$ cat src/rtl/txRetryPkg.sv
package txRetryPkg;
  typedef enum logic [1:0] {
    ST_IDLE    = 2'd0,
    ST_XMIT    = 2'd1,
    ST_BACKOFF = 2'd2,
    ST_SKIP    = 2'd3
  } txState_e;

  // strobes from control to datapath, one cycle each
  typedef struct packed {
    logic startFrame;
    logic restartAttempt;
    logic finishOk;
    logic finishRetry;
    logic finishLate;
  } ctlStrobe_t;
endpackage

$ cat src/rtl/txRetryCtrl.sv
module txRetryCtrl
  import txRetryPkg::*;
(
  input  logic       clk,
  input  logic       rstN,
  input  logic       txStart,
  input  logic       collision,
  input  logic       txDone,
  input  logic       backoffDone,
  input  logic       descStrobe,
  input  logic       descSop,
  input  logic       slotOver,
  input  logic       lastAttempt,
  output ctlStrobe_t stb,
  output logic       txActive,
  output logic       skipClear
);
  txState_e state, stateNext;

  always_ff @(posedge clk or negedge rstN) begin
    if (!rstN) state <= ST_IDLE;
    else       state <= stateNext;
  end

  always_comb begin
    stateNext = state;
    stb       = '0;
    skipClear = 1'b0;
    unique case (state)
      ST_IDLE: begin
        if (txStart) begin
          stb.startFrame = 1'b1;
          stateNext      = ST_XMIT;
        end
      end
      ST_XMIT: begin
        // a collision outranks a simultaneous done
        if (collision) begin
          if (slotOver) begin
            stb.finishLate = 1'b1;
            stateNext      = ST_SKIP;
          end else if (lastAttempt) begin
            stb.finishRetry = 1'b1;
            stateNext       = ST_SKIP;
          end else begin
            stateNext = ST_BACKOFF;
          end
        end else if (txDone) begin
          stb.finishOk = 1'b1;
          stateNext    = ST_IDLE;
        end
      end
      ST_BACKOFF: begin
        if (backoffDone) begin
          stb.restartAttempt = 1'b1;
          stateNext          = ST_XMIT;
        end
      end
      ST_SKIP: begin
        if (descStrobe) begin
          if (descSop) stateNext = ST_IDLE;
          else         skipClear = 1'b1;
        end
      end
      default: stateNext = ST_IDLE;
    endcase
  end

  assign txActive = (state == ST_XMIT);
endmodule

$ cat src/rtl/txRetryDp.sv
module txRetryDp
  import txRetryPkg::*;
#(
  parameter int SLOT_BITS    = 512,
  parameter int MAX_ATTEMPTS = 16
) (
  input  logic                                 clk,
  input  logic                                 rstN,
  input  logic                                 bitTick,
  input  logic                                 txActive,
  input  ctlStrobe_t                           stb,
  output logic                                 slotOver,
  output logic                                 lastAttempt,
  output logic                                 holdData,
  output logic [$clog2(MAX_ATTEMPTS+1)-1:0]    attemptCnt,
  output logic                                 statusValid,
  output logic                                 statusOk,
  output logic                                 statusRetryErr,
  output logic                                 statusLateCol,
  output logic                                 ownRelease
);
  localparam int SLOT_W = $clog2(SLOT_BITS + 1);
  localparam int ATT_W  = $clog2(MAX_ATTEMPTS + 1);
  localparam logic [SLOT_W-1:0] SLOT_LIM = SLOT_W'(SLOT_BITS);
  localparam logic [ATT_W-1:0]  ATT_LIM  = ATT_W'(MAX_ATTEMPTS);

  logic [SLOT_W-1:0] slotCnt;
  logic              anyFinish;

  // bit times since first preamble bit, saturating at the slot limit
  always_ff @(posedge clk or negedge rstN) begin
    if (!rstN) begin
      slotCnt <= '0;
    end else if (stb.startFrame || stb.restartAttempt) begin
      slotCnt <= '0;
    end else if (txActive && bitTick && !slotOver) begin
      slotCnt <= slotCnt + 1'b1;
    end
  end

  always_ff @(posedge clk or negedge rstN) begin
    if (!rstN)                  attemptCnt <= '0;
    else if (stb.startFrame)    attemptCnt <= ATT_W'(1);
    else if (stb.restartAttempt) attemptCnt <= attemptCnt + 1'b1;
  end

  assign anyFinish = stb.finishOk | stb.finishRetry | stb.finishLate;

  // status lives for exactly the cycle after the ending event
  always_ff @(posedge clk or negedge rstN) begin
    if (!rstN) begin
      statusValid    <= 1'b0;
      ownRelease     <= 1'b0;
      statusOk       <= 1'b0;
      statusRetryErr <= 1'b0;
      statusLateCol  <= 1'b0;
    end else begin
      statusValid    <= anyFinish;
      ownRelease     <= anyFinish;
      statusOk       <= stb.finishOk;
      statusRetryErr <= stb.finishRetry;
      statusLateCol  <= stb.finishLate;
    end
  end

  assign slotOver    = (slotCnt >= SLOT_LIM);
  assign lastAttempt = (attemptCnt >= ATT_LIM);
  assign holdData    = txActive && !slotOver;
endmodule

$ cat src/rtl/txCollisionRetry.sv
module txCollisionRetry
  import txRetryPkg::*;
#(
  parameter int SLOT_BITS    = 512,
  parameter int MAX_ATTEMPTS = 16
) (
  input  logic                              clk,
  input  logic                              rstN,
  input  logic                              txStart,
  input  logic                              bitTick,
  input  logic                              collision,
  input  logic                              txDone,
  input  logic                              backoffDone,
  input  logic                              descStrobe,
  input  logic                              descSop,
  output logic                              txActive,
  output logic                              restartTx,
  output logic                              holdData,
  output logic [$clog2(MAX_ATTEMPTS+1)-1:0] attemptCnt,
  output logic                              statusValid,
  output logic                              statusOk,
  output logic                              statusRetryErr,
  output logic                              statusLateCol,
  output logic                              ownRelease,
  output logic                              skipClear
);
  ctlStrobe_t stb;
  logic       slotOver;
  logic       lastAttempt;

  txRetryCtrl ctrlI (
    .clk         (clk),
    .rstN        (rstN),
    .txStart     (txStart),
    .collision   (collision),
    .txDone      (txDone),
    .backoffDone (backoffDone),
    .descStrobe  (descStrobe),
    .descSop     (descSop),
    .slotOver    (slotOver),
    .lastAttempt (lastAttempt),
    .stb         (stb),
    .txActive    (txActive),
    .skipClear   (skipClear)
  );

  txRetryDp #(
    .SLOT_BITS    (SLOT_BITS),
    .MAX_ATTEMPTS (MAX_ATTEMPTS)
  ) dpI (
    .clk            (clk),
    .rstN           (rstN),
    .bitTick        (bitTick),
    .txActive       (txActive),
    .stb            (stb),
    .slotOver       (slotOver),
    .lastAttempt    (lastAttempt),
    .holdData       (holdData),
    .attemptCnt     (attemptCnt),
    .statusValid    (statusValid),
    .statusOk       (statusOk),
    .statusRetryErr (statusRetryErr),
    .statusLateCol  (statusLateCol),
    .ownRelease     (ownRelease)
  );

  assign restartTx = stb.restartAttempt;
endmodule

$ cat config.mk
export PLATFORM = sky130hd
export DESIGN_NAME = txCollisionRetry
export DESIGN_NICKNAME = d
export VERILOG_FILES = /design/src/rtl/txRetryPkg.sv /design/src/rtl/txRetryCtrl.sv /design/src/rtl/txRetryDp.sv /design/src/rtl/txCollisionRetry.sv
export SDC_FILE = /design/constraint.sdc
export NUM_CORES = 1
export LEC_CHECK = 0
export ABC_AREA = 1
export ABC_CLOCK_PERIOD_IN_PS = 1600
export BUFFER_PORTS_ARGS = -buffer_cell sky130_fd_sc_hd__buf_2
export CORE_UTILIZATION = 53
export CTS_CLUSTER_DIAMETER = 50
export CTS_CLUSTER_SIZE = 12
export DETAILED_ROUTE_END_ITERATION = 16
export PLACE_DENSITY = 0.77
export SYNTH_ARGS = -nofsm -noshare
export SYNTH_HDL_FRONTEND = slang
export SYNTH_HIERARCHICAL = 1
export SYNTH_SLANG_ARGS = --single-unit
$ cat constraint.sdc
create_clock -name clk -period 1.6 [get_ports clk]
set_input_delay 0.4 -clock clk [delete_from_list [all_inputs] [get_ports clk]]
set_output_delay 0.4 -clock clk [all_outputs]
set_load 0.01 [all_outputs]
### Word-level counts from Yosys, hierarchy flattened

Cells that the tools add are included.

| operators by class | value |
|---|---|
| equal/unequal tests | 8 |
| $add $sub $neg | 2 |
| muxes and demuxes | 27 |
| $lt $le $gt $ge | 2 |
| bitwise logic cells | 2 |
| reduce and logical (&&, ||, !) cells | 9 |

Operator list:

| kind | count |
|---|---|
| 10-bit two-way mux | 2 |
| 1-bit two-way mux | 14 |
| 2-bit two-way mux | 7 |
| 10-bit by 1-bit adder with 10-bit output (second input constant) | 1 |
| 10-bit greater-or-equal comparator (second input constant) | 1 |
| 5-bit two-way mux | 2 |
| 2-bit != test (second input constant) | 4 |
| 2-bit one-hot mux with 4 select lines | 1 |
| 5-bit by 1-bit adder with 5-bit output (second input constant) | 1 |
| 5-bit greater-or-equal comparator (second input constant) | 1 |
| 5-bit AND reduction | 1 |
| 2-bit == test (second input constant) | 2 |
| 2-bit nonzero test | 2 |
| 1-bit logical AND | 3 |
| 3-bit two-way mux | 1 |
| 3-bit != test (second input constant) | 1 |
| 2-bit by 1-bit == test with 1-bit output (second input constant) | 1 |
| 2-bit logical NOT | 1 |
| 1-bit bitwise OR | 2 |
| 1-bit logical NOT | 1 |
| 1-bit logical OR | 1 |

| word-level totals | value |
|---|---|
| input port bits | 9 |
| output and inout port bits | 14 |
| logic and storage cells | 57 |
| register bits after elaboration | 21 |

### Longest topological paths before layout

| logic depth | value |
|---|---|
| depth in word-level cells | 7 |
| mapped depth | 8 |
| depth with buffers taken out | 8 |

### Hierarchy

Netlist, hierarchy kept.

By module, submodules not included:

| module | cells an instance | area an instance (um^2) | times used | sequential area each (um^2) |
|---|---|---|---|---|
| txRetryDp | 111 | 950.9 | 1 | 475.5 |
| txRetryCtrl | 36 | 192.7 | 1 | 50.0 |

### Worst setup path before layout

OpenSTA, ideal clock, no wires.

| path | value |
|---|---|
| path type | register -> register |
| start | reg ctrlI.state[1] |
| end | reg dpI.slotCnt[0] |
| data required time | 1.479 ns |
| period minus slack after synthesis | 1.557 ns |
| arrival time | 1.436 ns |
| cell stages (with the launch flop) | 7 |
| buffers on the path | 1 |
| setup time | 0.121 ns |
| setup slack | 0.043 ns |
| cells stage by stage | dfrtp_1 > inv_1 > nor3_1 > nor2_2 > buf_4 > nand2_1 > o21ai_1 |

| on the way | value |
|---|---|
| longest elaborated chain between the ends | 4 |
| elaborated cells on any way between the ends | 10 |
| those cells by class | eq/ne (2); mux (3); reduce/logical (5) |

RTL lines:

| what | line | text |
|---|---|---|
| from (decl) | txRetryCtrl.sv:18 | `txState_e state, stateNext;` |
| from (signal assigned) | txRetryCtrl.sv:22 | `else state <= stateNext;` |
| 2-bit == test * | txRetryCtrl.sv:29 | `unique case (state)` |
| 1-bit two-way mux * | txRetryCtrl.sv:29 |  |
| via restartTx | txCollisionRetry.sv:17 | `output logic restartTx,` |
| 1-bit logical OR * | txRetryDp.sv:34 | `end else if (stb.startFrame \|\| stb.restartAttempt) begin` |
| 10-bit two-way mux or 2-bit nonzero test (tied branches) | -- |  |
| to (signal assigned) | txRetryDp.sv:37 | `slotCnt <= slotCnt + 1'b1;` |
| to (decl) | txRetryDp.sv:27 | `logic [SLOT_W-1:0] slotCnt;` |

Mark *: on every way through the listed nets, which the timed path passes. The rest lies on a longest branch.
A chain may end at the register's enable or synchronous reset.

### Worst setup path in the final report

| path | value |
|---|---|
| start | reg ctrlI.state[1] |
| end | out skipClear |

| on the way | value |
|---|---|
| longest elaborated chain between the ends | 2 |

RTL lines:

| what | line | text |
|---|---|---|
| 2-bit == test | txRetryCtrl.sv:29 |  |
| 1-bit two-way mux | txRetryCtrl.sv:29 |  |
| to (decl) | txCollisionRetry.sv:25 | `output logic skipClear` |

Every way passes these cells.

==> flow_summary_export.csv <==
group,metric,value,unit
status,status,"finished, violations left",
status,violations,"setup timing",
synthesis,ys_seq_area_share,45.95,%
synthesis,synth_cell_types,22,
power_and_ir_drop,peakVddDrop,0.9699,mV
cells_and_area,final_nets,195,
floorplanning,die_w,48.45,um
sta,setup_viol,3,
synthesis,synth_edf_count,0,
synthesis,ys_ff_latch,21,
sta,finalWorstSetupSlack,-0.04737,ns
detailed_routing,wl_met1,1040,um
detailed_routing,routed_wl,2498,um
detailed_routing,vias,1069,
place,dpl.cell_count,195,
place,gp_congestion,0.8142,
sta,fmax,0.6070,GHz
worst_setup_path,crit_family,"flip-flops",
synthesis,yosys_warnings,6,
clock_tree,clock-root-buffer,"clkbuf_4",
synthesis,synth_cells,147,
clock_tree,htreeDepth,1,
sta,finalHoldViolCount,0,
floorplanning,design.portCount,23,
power_and_ir_drop,cellLeakagePower,0.7753,nW
detailed_routing,wire_per_inst,12.01,um
cells_and_area,layout.cells.non_filler,208,
worst_setup_path,worst_path_max_delay_cell,"dfrtp_2",
grt,grt_pass1_vias,1014,
worst_setup_path,cp.arrival,1.25,ns
job,cap_violations,0,
worst_setup_path,critPathBufInv,2,
synthesis,syn_nets,160,
synthesis,synth_top_area_share,45.95,%
detailed_routing,routed-wl-met2,1278,um
clock_tree,clk_pin_slew,0.12,ns
cells_and_area,syn2layout_area_growth,24.73,%
detailed_routing,ant_nets,0,
worst_setup_path,worstSetupStartpointType,"register",
detailed_routing,met3_length,130,um
power_and_ir_drop,powerDensity,1354,mW/mm^2
cells_and_area,diodes,0,
place,post-place-ws,0.1639,ns
grt,overflow,0,
synthesis,synth_top_area_cell,"dfrtp_1",
grt,grt_pass1_wl,4105,um
clock_tree,cts_tree,"yes",
cells_and_area,drive_gt1_share,29.28,%
sta,finalClockSkew,0.006069,ns
detailed_routing,drt_iter0_drc,15,
worst_setup_path,crit_chain,"buf_6, nand2_4, nor3b_2, buf_2",
worst_setup_path,cp-end-kind,"output port",
detailed_routing,first_pass_iters,4,
worst_setup_path,max_stage_delay,0.44,ns
floorplanning,die-area,0.002347,mm^2
sta,rsz0062_at_grt,"yes",
detailed_routing,vias_per_cell,5.139,
sta,worst_slew_pin_slew,0.4631,ns
place,hpwl,1713,um
clock_tree,clock_sinks,21,
sta,period_share,103.0,%
floorplanning,core_region_area,0.002002,mm^2
clock_tree,clock_latency,0.30,ns
detailed_routing,drc_errors,0,
grt,grt_usage,22.36,%
power_and_ir_drop,power,0.001932,W
synthesis,synth_area_leaders,"dfrtp_1 46%, nand2_1 11%, inv_1 6.6%",
sta,setup_tns,-0.1034,ns
synthesis,async_flop_share,100.0,%
worst_setup_path,cp_max_fo,4,
sta,fin_crit,1.647,ns
detailed_routing,routed.top_layer,"met4",
synthesis,synth_top_flop_cell,"dfrtp_1",
worst_setup_path,cp.required,1.20,ns
synthesis,syn_area,0.001144,mm^2
floorplanning,start_util,57.13,%
clock_tree,cts_hold_buf,0,
floorplanning,dieHeight,48.45,um
clock_tree,cts_buffers,3,
sta,slew_viol_final,0,
synthesis,avgSynthCellArea,7.780,um^2
grt,antenna_found_initial,0,
clock_tree,cts_max_path_buffers,2,
worst_setup_path,worstSetupPathType,"register to output port",
place,port_buffers,22,
sta,worst_slew_margin_rel,69.13,%
grt,grt_max_degree,22,
hold_path,hold_path.class,"primary input to asynchronous set/reset pin",
floorplanning,fp-row-count,16,
-- worst paths after layout --
path	endpoint	slack (ns)	depth (start not counted)	start
worst min register to register	dpI/slotCnt[5]	0.54	2	dpI/slotCnt[5]
max in group asynchronous	ctrlI/state[0]	1.23	1	rstN
worst max register to register	dpI/slotCnt[2]	0.08	8	ctrlI/state[1]
min in group clk	dpI/statusOk	0.32	3	txDone
worst min-delay path	dpI/ownRelease	0.03	1	rstN
worst max-delay path	skipClear	-0.05	4	ctrlI/state[1]
-- per-stage QoR --
| step | util (%) | instance area [um^2] | hold WS [ns] |
|---|---|---|---|
| floorplan | - | 1144 | 0.1044 |
| global placement | 64.31 | 1287 | 0.3751 |
| detailed placement | 64.31 | 1287 | 0.3809 |
| CTS | 68.63 | 1374 | 0.04177 |
| global route | 71.25 | 1426 | 0.05497 |
| finish | 71.25 | 1426 | 0.02686 |
-- cells in the mapped netlist (2+ instances only) --
cell / count
nand4_1: 2
inv_1: 20
o21ai_1: 2
ha_1: 4
inv_2: 2
clkbuf_1: 2
nor2_1: 19
nor2_2: 2
nand3_1: 13
buf_4: 2
a21oi_1: 8
nor2_4: 3
dfrtp_1: 21
nor3_1: 3
nand2_1: 33
o21ai_0: 5
-- cells by family (layout without fill, tap and decap cells) --
kind of cell | after synthesis | count (layout) | share of synthesized area (%)
and+or+nand+nor | 81 | 81 | 33.92
DFF | 21 | 21 | 45.95
adders and majority gates | 4 | 4 | 4.377
buffers and inverters | 26 | 60 | 9.190
AOI/OAI and AO/OA | 15 | 15 | 6.564
-- area by class of cell --
type / count / area, um^2
repair buffers: 34 / 220.2
clock buffers: 4 / 26.28
flip-flops and latches: 21 / 528.0
fillers: 174 / 575.6
inverters: 22 / 82.58
well taps: 27 / 33.78
multi-input cells: 100 / 535.5
-- where the power goes --
| part | internal, W | leakage [nW] | switching [W] |
|---|---|---|---|
| Sequential | 0.000627 | 0.283 | 0.000115 |
| Combinational | 0.000426 | 0.478 | 0.000508 |
| Clock | 0.0000972 | 0.0150 | 0.000159 |
| Total | 0.00115 | 0.775 | 0.000782 |
-- flip-flops by register name, summed over array words and instances (netlist names) --
name	cells
dpI/attemptCnt	5
dpI/slotCnt	10
dpI/ownRelease	1
ctrlI/state	2
dpI/statusOk	1
dpI/statusLateCol	1
dpI/statusRetryErr	1
-- layout by cell type, fill, tap and decap left out, types with 3 or more instances in the layout --
master / n
o21ai_0: 5
nor2_1: 19
buf_2: 20
nand3_1: 13
nand2_1: 32
buf_4: 10
nor2_4: 4
inv_1: 18
a21oi_1: 8
ha_1: 4
dfrtp_1: 19
inv_2: 4
clkbuf_4: 3
buf_6: 4
-- layer usage --
| metal | global-route usage [%] | vias to the layer above |
|---|---|---|
| met5 | 0 | - |
| met4 | 9.314 | 0 |
| met3 | 3.145 | 6 |
| met2 | 41.55 | 43 |
| met1 | 25.51 | 493 |
| li1 | - | 527 |
-- timing repair --
action | CTS | global route
buffers inserted | 6 | 3
cloned | 0 | 0
gates resized for setup | 4 | 9
pin swaps | 1 | 2
endpoints found under the setup margin | 4 | 6
(Power assumes the default switching activity.)
